## src/rtl/pint_pkg.sv

```systemverilog
package pint_pkg;
   localparam int LANE_W = 8;
   localparam int LANES  = 4;
   localparam int CH_W   = LANE_W * LANES;
   localparam int SEL_W  = 2;
   localparam int ASG_W  = SEL_W * LANES;
   localparam int ADDR_W = 4;
   localparam int CFG_N  = 4;

   // index of each set/clear configuration word; its set address is 2*index
   localparam int CFG_MSK = 0;
   localparam int CFG_EDG = 1;
   localparam int CFG_POL = 2;
   localparam int CFG_ASG = 3;

   typedef enum logic [ADDR_W-1:0] {
      A_MSK_S = 4'd0,
      A_MSK_C = 4'd1,
      A_EDG_S = 4'd2,
      A_EDG_C = 4'd3,
      A_POL_S = 4'd4,
      A_POL_C = 4'd5,
      A_ASG_S = 4'd6,
      A_ASG_C = 4'd7,
      A_LAT_S = 4'd8,
      A_LAT_C = 4'd9,
      A_PIN   = 4'd10,
      A_REQ   = 4'd11
   } pint_addr_e;
endpackage

```

## src/rtl/pint_sync.sv

```systemverilog
module pint_sync #(
   parameter int W      = 8,
   parameter int STAGES = 2
) (
   input  logic         clk,
   input  logic         rst_n,
   input  logic [W-1:0] d,
   output logic [W-1:0] q
);
   logic [W-1:0] stg [STAGES];

   always_ff @(posedge clk or negedge rst_n) begin
      if (!rst_n) begin
         for (int i = 0; i < STAGES; i++) stg[i] <= '0;
      end else begin
         stg[0] <= d;
         for (int i = 1; i < STAGES; i++) stg[i] <= stg[i-1];
      end
   end

   assign q = stg[STAGES-1];
endmodule

```

## src/rtl/pint_regs.sv

```systemverilog
module pint_regs
   import pint_pkg::*;
#(
   parameter int AW = ADDR_W,
   parameter int DW = CH_W
) (
   input  logic                     clk,
   input  logic                     rst_n,
   input  logic                     we,
   input  logic [AW-1:0]            addr,
   input  logic [DW-1:0]            wdata,
   output logic [CFG_N-1:0][DW-1:0] cfg
);
   for (genvar g = 0; g < CFG_N; g++) begin : g_word
      localparam logic [DW-1:0] KEEP =
         (g == CFG_ASG) ? DW'((64'd1 << ASG_W) - 64'd1) : {DW{1'b1}};
      logic          set_hit, clr_hit;
      logic [DW-1:0] q;

      assign set_hit = we && (addr == AW'(2 * g));
      assign clr_hit = we && (addr == AW'(2 * g + 1));

      always_ff @(posedge clk or negedge rst_n) begin
         if (!rst_n)       q <= '0;
         else if (set_hit) q <= (q | wdata) & KEEP;
         else if (clr_hit) q <= q & ~wdata;
      end

      assign cfg[g] = q;
   end
endmodule

```

## src/rtl/pint_lane_mux.sv

```systemverilog
module pint_lane_mux
   import pint_pkg::*;
#(
   parameter int NUM_HP = 3
) (
   input  logic [NUM_HP*LANE_W-1:0] pins,
   input  logic [ASG_W-1:0]         asg,
   output logic [CH_W-1:0]          raw
);
   for (genvar k = 0; k < LANES; k++) begin : g_lane
      logic [SEL_W-1:0]  sel;
      logic [LANE_W-1:0] lane_val;

      assign sel = asg[k*SEL_W +: SEL_W];

      always_comb begin
         lane_val = '0;
         for (int j = 0; j < NUM_HP; j++) begin
            if (sel == SEL_W'(j)) lane_val = pins[j*LANE_W +: LANE_W];
         end
      end

      assign raw[k*LANE_W +: LANE_W] = lane_val;
   end
endmodule

```

## src/rtl/pint_latch.sv

```systemverilog
module pint_latch #(
   parameter int W = 32
) (
   input  logic         clk,
   input  logic         rst_n,
   input  logic [W-1:0] raw,
   input  logic [W-1:0] edg,
   input  logic [W-1:0] pol,
   input  logic [W-1:0] sw_set,
   input  logic [W-1:0] sw_clr,
   output logic [W-1:0] latch_q,
   output logic [W-1:0] act
);
   assign act = raw ^ pol;

   for (genvar b = 0; b < W; b++) begin : g_bit
      logic prev_q, lq, hit;

      // edge is judged on the raw pin so a polarity change cannot fake one
      assign hit = pol[b] ? (prev_q & ~raw[b]) : (raw[b] & ~prev_q);

      always_ff @(posedge clk or negedge rst_n) begin
         if (!rst_n) begin
            prev_q <= 1'b0;
            lq     <= 1'b0;
         end else begin
            prev_q <= raw[b];
            if (edg[b]) lq <= hit | sw_set[b] | (lq & ~sw_clr[b]);
            else        lq <= act[b];
         end
      end

      assign latch_q[b] = lq;
   end
endmodule

```

## src/rtl/pint_channel.sv

```systemverilog
module pint_channel
   import pint_pkg::*;
#(
   parameter int NUM_HP      = 3,
   parameter int SYNC_STAGES = 2
) (
   input  logic                     clk,
   input  logic                     rst_n,
   input  logic [NUM_HP*LANE_W-1:0] pins_i,
   input  logic                     bus_we,
   input  logic [ADDR_W-1:0]        bus_addr,
   input  logic [CH_W-1:0]          bus_wdata,
   output logic [CH_W-1:0]          bus_rdata,
   output logic                     irq_o
);
   localparam int PIN_W = NUM_HP * LANE_W;

   if (NUM_HP < 1 || NUM_HP > (1 << SEL_W)) begin : g_bad_hp
      $error("pint_channel: NUM_HP must lie between 1 and %0d", 1 << SEL_W);
   end
   if (SYNC_STAGES < 2) begin : g_bad_sync
      $error("pint_channel: SYNC_STAGES must be at least 2");
   end

   logic [PIN_W-1:0]           pins_s;
   logic [CFG_N-1:0][CH_W-1:0] cfg;
   logic [CH_W-1:0]            msk_w, edg_w, pol_w;
   logic [ASG_W-1:0]           asg_w;
   logic [CH_W-1:0]            raw_w, lat_w, act_w;
   logic [CH_W-1:0]            lat_set, lat_clr;
   logic                       irq_q;

   pint_sync #(.W(PIN_W), .STAGES(SYNC_STAGES)) i_sync (
      .clk   (clk),
      .rst_n (rst_n),
      .d     (pins_i),
      .q     (pins_s)
   );

   pint_regs #(.AW(ADDR_W), .DW(CH_W)) i_regs (
      .clk   (clk),
      .rst_n (rst_n),
      .we    (bus_we),
      .addr  (bus_addr),
      .wdata (bus_wdata),
      .cfg   (cfg)
   );

   assign msk_w = cfg[CFG_MSK];
   assign edg_w = cfg[CFG_EDG];
   assign pol_w = cfg[CFG_POL];
   assign asg_w = cfg[CFG_ASG][ASG_W-1:0];

   pint_lane_mux #(.NUM_HP(NUM_HP)) i_mux (
      .pins (pins_s),
      .asg  (asg_w),
      .raw  (raw_w)
   );

   assign lat_set = (bus_we && bus_addr == A_LAT_S) ? bus_wdata : '0;
   assign lat_clr = (bus_we && bus_addr == A_LAT_C) ? bus_wdata : '0;

   pint_latch #(.W(CH_W)) i_latch (
      .clk     (clk),
      .rst_n   (rst_n),
      .raw     (raw_w),
      .edg     (edg_w),
      .pol     (pol_w),
      .sw_set  (lat_set),
      .sw_clr  (lat_clr),
      .latch_q (lat_w),
      .act     (act_w)
   );

   always_ff @(posedge clk or negedge rst_n) begin
      if (!rst_n) irq_q <= 1'b0;
      else        irq_q <= |(lat_w & msk_w);
   end
   assign irq_o = irq_q;

   always_comb begin
      unique case (bus_addr)
         A_MSK_S, A_MSK_C: bus_rdata = msk_w;
         A_EDG_S, A_EDG_C: bus_rdata = edg_w;
         A_POL_S, A_POL_C: bus_rdata = pol_w;
         A_ASG_S, A_ASG_C: bus_rdata = cfg[CFG_ASG];
         A_LAT_S, A_LAT_C: bus_rdata = lat_w;
         A_PIN:            bus_rdata = raw_w;
         A_REQ:            bus_rdata = lat_w & msk_w;
         default:          bus_rdata = '0;
      endcase
   end
endmodule

```

## config.mk

```make
export PLATFORM = sky130hd
export DESIGN_NAME = pint_channel
export DESIGN_NICKNAME = d
export VERILOG_FILES = /design/src/rtl/pint_pkg.sv /design/src/rtl/pint_sync.sv /design/src/rtl/pint_regs.sv /design/src/rtl/pint_lane_mux.sv /design/src/rtl/pint_latch.sv /design/src/rtl/pint_channel.sv
export SDC_FILE = /design/constraint.sdc
export NUM_CORES = 1
export LEC_CHECK = 0
export BUFFER_PORTS_ARGS = -buffer_cell sky130_fd_sc_hd__buf_4
export CAP_MARGIN = 10
export CORE_ASPECT_RATIO = 1.4
export CORE_MARGIN = 3
export CORE_UTILIZATION = 50
export DETAILED_ROUTE_END_ITERATION = 12
export PLACE_DENSITY = 0.79
export SLEW_MARGIN = 20
export SYNTH_ARGS = -nofsm -noshare
export SYNTH_HDL_FRONTEND = slang
export SYNTH_HIERARCHICAL = 1
export SYNTH_SLANG_ARGS = --single-unit
export TNS_END_PERCENT = 20
```

## constraint.sdc

```tcl
create_clock -name clk -period 1.4 [get_ports clk]
set_input_delay 0 -clock clk [delete_from_list [all_inputs] [get_ports clk]]
set_output_delay 0 -clock clk [all_outputs]
set_load 0.01 [all_outputs]
```

* Yosys cells after proc, flatten, opt, wreduce, memory -nomap -nowiden
Cells that the tools add are included.
Cells by class: eq/ne operators 19, mux-type cells 87, bitwise operators 267, reduce and logical (&&, ||, !) cells 25
Operator list (count):
- two-way mux 32 bit | 10
- case mux 32 bit (7 select lines) | 1
- AND 32 bit | 5
- AND 1 bit | 96
- two-way mux 8 bit | 12
- NOT 1 bit | 96
- OR 32 bit | 3
- two-way mux 1 bit | 64
- OR 1 bit | 64
- NOT 32 bit | 1
- OR reduction 32 bit | 1
- XOR 32 bit | 1
- equality test 4 x 3 -> 1 bit, second input constant | 4
- equality test 4 bit, second input constant | 4
- logical AND 1 bit | 10
- OR reduction 2 bit | 5
- equality test 2 x 1 -> 1 bit, second input constant | 4
- equality test 2 bit, second input constant | 4
- equality test 4 x 2 -> 1 bit, second input constant | 2
- zero test 2 bit | 4
- OR 8 bit | 1
- nonzero test 2 bit | 4
- equality test 4 x 1 -> 1 bit, second input constant | 1
- zero test 4 bit | 1
Storage, ports and cells: register bits 241, input port bits 63, output and inout bits 33, word-level logic and storage cells 469

* Longest topological paths before layout
depth after elaboration 10, mapped depth 9, gate-level depth less buffers 7

* Cells and area by module
The synthesis kept the hierarchy.
Modules (own cells, without submodules):
- pint_regs | instances 1, cells each 521, area an instance 5595.4 µm², seq. area each 3203.1 µm²
- pint_latch | instances 1, cells each 352, area an instance 3803.6 µm², seq. area each 1601.5 µm²
- pint_channel | instances 1, cells each 362, area an instance 2306.0 µm², seq. area each 25.0 µm²
- pint_sync | instances 1, cells each 72, area an instance 1381.3 µm², seq. area each 1201.2 µm²
- pint_lane_mux | instances 1, cells each 80, area an instance 805.8 µm², seq. area each 0.0 µm²

* Worst setup path after synthesis
OpenSTA, ideal clock, no wires.
path type reg2reg, from register i_latch.g_bit[11].lq, to register irq_q (netlist: irq_o), setup time 0.138 ns, arrival 1.398 ns, required time 1.262 ns, slack -0.136 ns, cell stages (with the launch flop) 6, buffers on the path 1, clock period less this slack 1.536 ns, cell sequence dfrtp_1 -> buf_4 -> a22o_1 -> a221oi_1 -> nand3_1 -> or4_1
On the way: longest elaborated chain between the ends 2
RTL lines:
- start: declaration | RTL line pint_latch.sv:17 | logic prev_q, lq, hit;
- start signal: assignment | RTL line pint_latch.sv:28 | if (edg[b]) lq <= hit | sw_set[b] | (lq & ~sw_clr[b]);
- start signal: assignment | RTL line pint_latch.sv:29 | else lq <= act[b];
- AND 32 bit | RTL line pint_channel.sv:77 | else irq_q <= |(lat_w & msk_w);
- OR reduction 32 bit | RTL line pint_channel.sv:77
- end signal: assignment | RTL line pint_channel.sv:77
- end: declaration | RTL line pint_channel.sv:31 | logic irq_q;
Every way passes these cells. A chain may end at the register's enable or synchronous reset.

==> impl.org <==
** Run status
- Outcome :: finished, violations left
- The final reports fail on negative setup slack.

** Global route
- The initial antenna violation count is 1.
- Pin count of the biggest net entering global routing :: 92
- The first global-routing pass estimated between 60 and 70 mm of wire.
- The via count of the first global-routing pass came to between 10000 and 15000.
- Global routing used 27.5% of the available tracks.
- Total overflow reported by the global router :: 0

** Timing
- At the pin with the least slew margin, the transition time is 528 ps.
- Max-slew violation count :: 0
- Setup repair after global routing could not meet its margin everywhere.
- Fin crit period :: 2210 ps
- Final Hold Fails :: 0
- After layout, the worst setup slack is -806 ps.
- Post-Route Skew :: between 10 and 15 ps
- Static timing analysis puts the maximum clock frequency at roughly 450 MHz.
- The worst pin sits at a relative slew slack of 64.1%.
- Setup total negative slack :: -28210 ps
- Dividing the final minimum period by the clock period gives 158%.
- Setup violations remaining at the end of the flow were counted as between 60 and 70.

** Power and ir drop
- Dividing total power by cell area gives a power density of ~1500 nW/um2.
- The internal portion of the total power is between 15 and 20 mW.
- The clock network accounts for a little over a quarter of the total power.
- Total design power :: 26.0 mW
- Per report_power, the combinational group accounts for a little over a third of the total.
- Summed over all cells, the static leakage comes to between 8 and 9 nW.
- Switching share of total power :: 32.8%
- In this run the power spent charging and discharging nets is 8.53 mW.
- Of the total power, registers draw 37.9%.
- Across the VDD grid, the largest voltage drop is about 1100 uV.

** Logic synthesis
- During synthesis, Yosys emitted a total of 6 warnings.
- Post-synthesis cell count :: 1355
- The synthesized netlist occupies a cell area of around 14000 um2.
- Dividing the synthesized area by the synthesized cell count gives around 10 um2.
- Nets in the synthesized netlist :: between 1000 and 1500

** Drt
- The first detailed-routing pass took 6 iterations.
- After detailed routing, the average wire length per cell comes to 22.1 um.
- Initial DRC count :: around 1100
- Detailed-route wire length :: roughly 44 mm
- Routed vias/inst :: 5.86
- After detailed routing, the number of remaining DRC violations is 0.
- Residual antenna-violating net count after detailed routing :: 0
- Routed vias :: between 10000 and 15000

** CTS
- Number of buffers on the longest clock path :: 3
- Max H-tree Level :: 1
- TritonCTS built the clock tree.
- Clk sinks :: 241
- Clock-pin slew was measured on the worst setup and hold paths at approximately 70 ps.
- The clock reaches the later pin of the worst-skew pair after between 500 and 600 ps.
- The tree is rooted in a sky130_fd_sc_hd__clkbuf_16.
- In this run, CTS created clock tree buffers numbering 25.

** Layout
- The final layout contains about 1700 nets.
- Layout-stage area growth over the synthesis result :: 31.1%
- The post-route netlist has between 30% and 40% of its cells at a drive strength greater than 1.
- Reg area :: between 6000 and 7000 um2
- After filler insertion, the fill cell instance count of the layout stands at between 1500 and 2000.
- Area taken by multi-input logic gates :: 6800 um2
- Number of antenna diodes :: 0
- Fin cells :: 1979

** Die
- The die covers a little under 30000 um2.
- Die span in x :: 145 um
- 96 I/O pins were placed.
- Chip height :: around 200 um
- The core region is approximately 26000 um2.
- For this configuration, the core starts out at a cell density of 51.5%.
- The floorplan has 70 rows.

** Setup path
- Data required time at the worst endpoint :: 1400 ps
- Startpoint kind of the worst setup timing path :: flip-flop
- Along the worst path, the maximum fanout reaches 9.
- Data on the critical path arrives at its endpoint at ~2200 ps.
- Class of the most critical setup path :: reg2out
- Cell depth of the worst flop-to-flop path :: 8
- Critical Path End Type :: output pin

** Place
- Once detailed placement completed, the half-perimeter wirelength came to about 27 mm.
- Including well taps, the total number of placed cells is 1846.
- Routability Congestion :: 0.923
- The count of buffers added on input and output ports is 95.

** Flow run
- Max-cap violations in this run came to 0.

** Hold path
- Classification of the worst-slack hold path :: in2async
metrics by stage:
step | hold slack [ps] | area [um2] | setup WS (ps) | util (%)
after global placement | -114 | 15400 | -272 | 58.4
after detailed placement | -114 | 15400 | -279 | 58.4
after CTS | 35.2 | 17400 | -750 | 65.7
final | 49.1 | 17800 | -806 | 67.5
after floorplan | -296 | 13600 | -95.5 | -
after global routing | 60.7 | 17800 | -867 | 67.5
routing by layer:
layer	GRT usage, %	part of all wire, %	wire (um)
met3	5.88	8.3	3610
met4	16.8	7.7	3380
met5	0	0.030	13
met1	32.5	36	15900
met2	45.9	48	20900
layout by cell type (no fill, tap or decap), types with 26 or more instances in the layout:
| cell type | n |
|---|---|
| sky130_fd_sc_hd__buf_4 | 243 |
| sky130_fd_sc_hd__dfrtp_1 | 238 |
| sky130_fd_sc_hd__mux2i_1 | 147 |
| sky130_fd_sc_hd__nand2_1 | 136 |
| sky130_fd_sc_hd__inv_1 | 132 |
| sky130_fd_sc_hd__nand3b_1 | 67 |
| sky130_fd_sc_hd__and2_1 | 65 |
| sky130_fd_sc_hd__dlygate4sd3_1 | 59 |
| sky130_fd_sc_hd__a21oi_1 | 58 |
| sky130_fd_sc_hd__nand2b_1 | 56 |
| sky130_fd_sc_hd__o21ai_2 | 40 |
| sky130_fd_sc_hd__nor2b_4 | 36 |
| sky130_fd_sc_hd__nand3_1 | 35 |
| sky130_fd_sc_hd__a211oi_1 | 26 |
| sky130_fd_sc_hd__clkbuf_16 | 26 |
| sky130_fd_sc_hd__buf_12 | 26 |
area by class of cell:
| cell class | instances | area share (%) |
|---|---|---|
| Clock inverter | 9 | 0.813 |
| Timing Repair Buffer | 351 | 18.0 |
| Sequential cell | 241 | 33.8 |
| Inverter | 132 | 2.78 |
| Multi-Input combinational cell | 851 | 38.1 |
| Clock buffer | 35 | 3.94 |
| Tap cell | 360 | 2.52 |
final timing paths:
path | endpoint | slack, ps
setup / recovery | bus_rdata[18] | -810
hold / removal | async pin | 50
setup reg to reg | i_latch/g_bit[18].lq$_DFF_PN0_ | -340
hold reg to reg | i_sync/q[6]$_DFF_PN0_ | 350
max in group asynchronous | i_latch/g_bit[21].prev_q$_DFF_PN0_ | 950
min in group clk | flip-flop | 60
power groups by stage:
stage               clock [mW]  combinational, mW  sequential [mW]
floorplan                    0               5.20             9.36
global placement             0               7.30             9.75
detailed placement           0               7.56             9.81
CTS                       7.07               8.27             9.72
global route              7.38               9.68             10.0
finish                    7.03               9.10             9.86
critical path: stages (launching register included):
cell and delay (ps):
sky130_fd_sc_hd__dfrtp_1 420, sky130_fd_sc_hd__buf_12 160, sky130_fd_sc_hd__nor2b_4 290, sky130_fd_sc_hd__buf_4 180, sky130_fd_sc_hd__o2bb2ai_2 140, sky130_fd_sc_hd__buf_6 140
sky130_fd_sc_hd__a221oi_2 50, sky130_fd_sc_hd__o21ai_1 120, sky130_fd_sc_hd__buf_4 150
repair_timing:
| action | CTS | global route |
|---|---|---|
| gates resized for setup | 65 | 59 |
| hold buffers | 60 | 0 |
| endpoints found under the setup margin | 62 | 67 |
| gates cloned | 0 | 1 |
| endpoints found under the hold margin | 425 | 0 |
| pin swaps | 12 | 20 |
| setup buffers | 16 | 14 |
No activity file was read; power rests on OpenSTA's default activity.
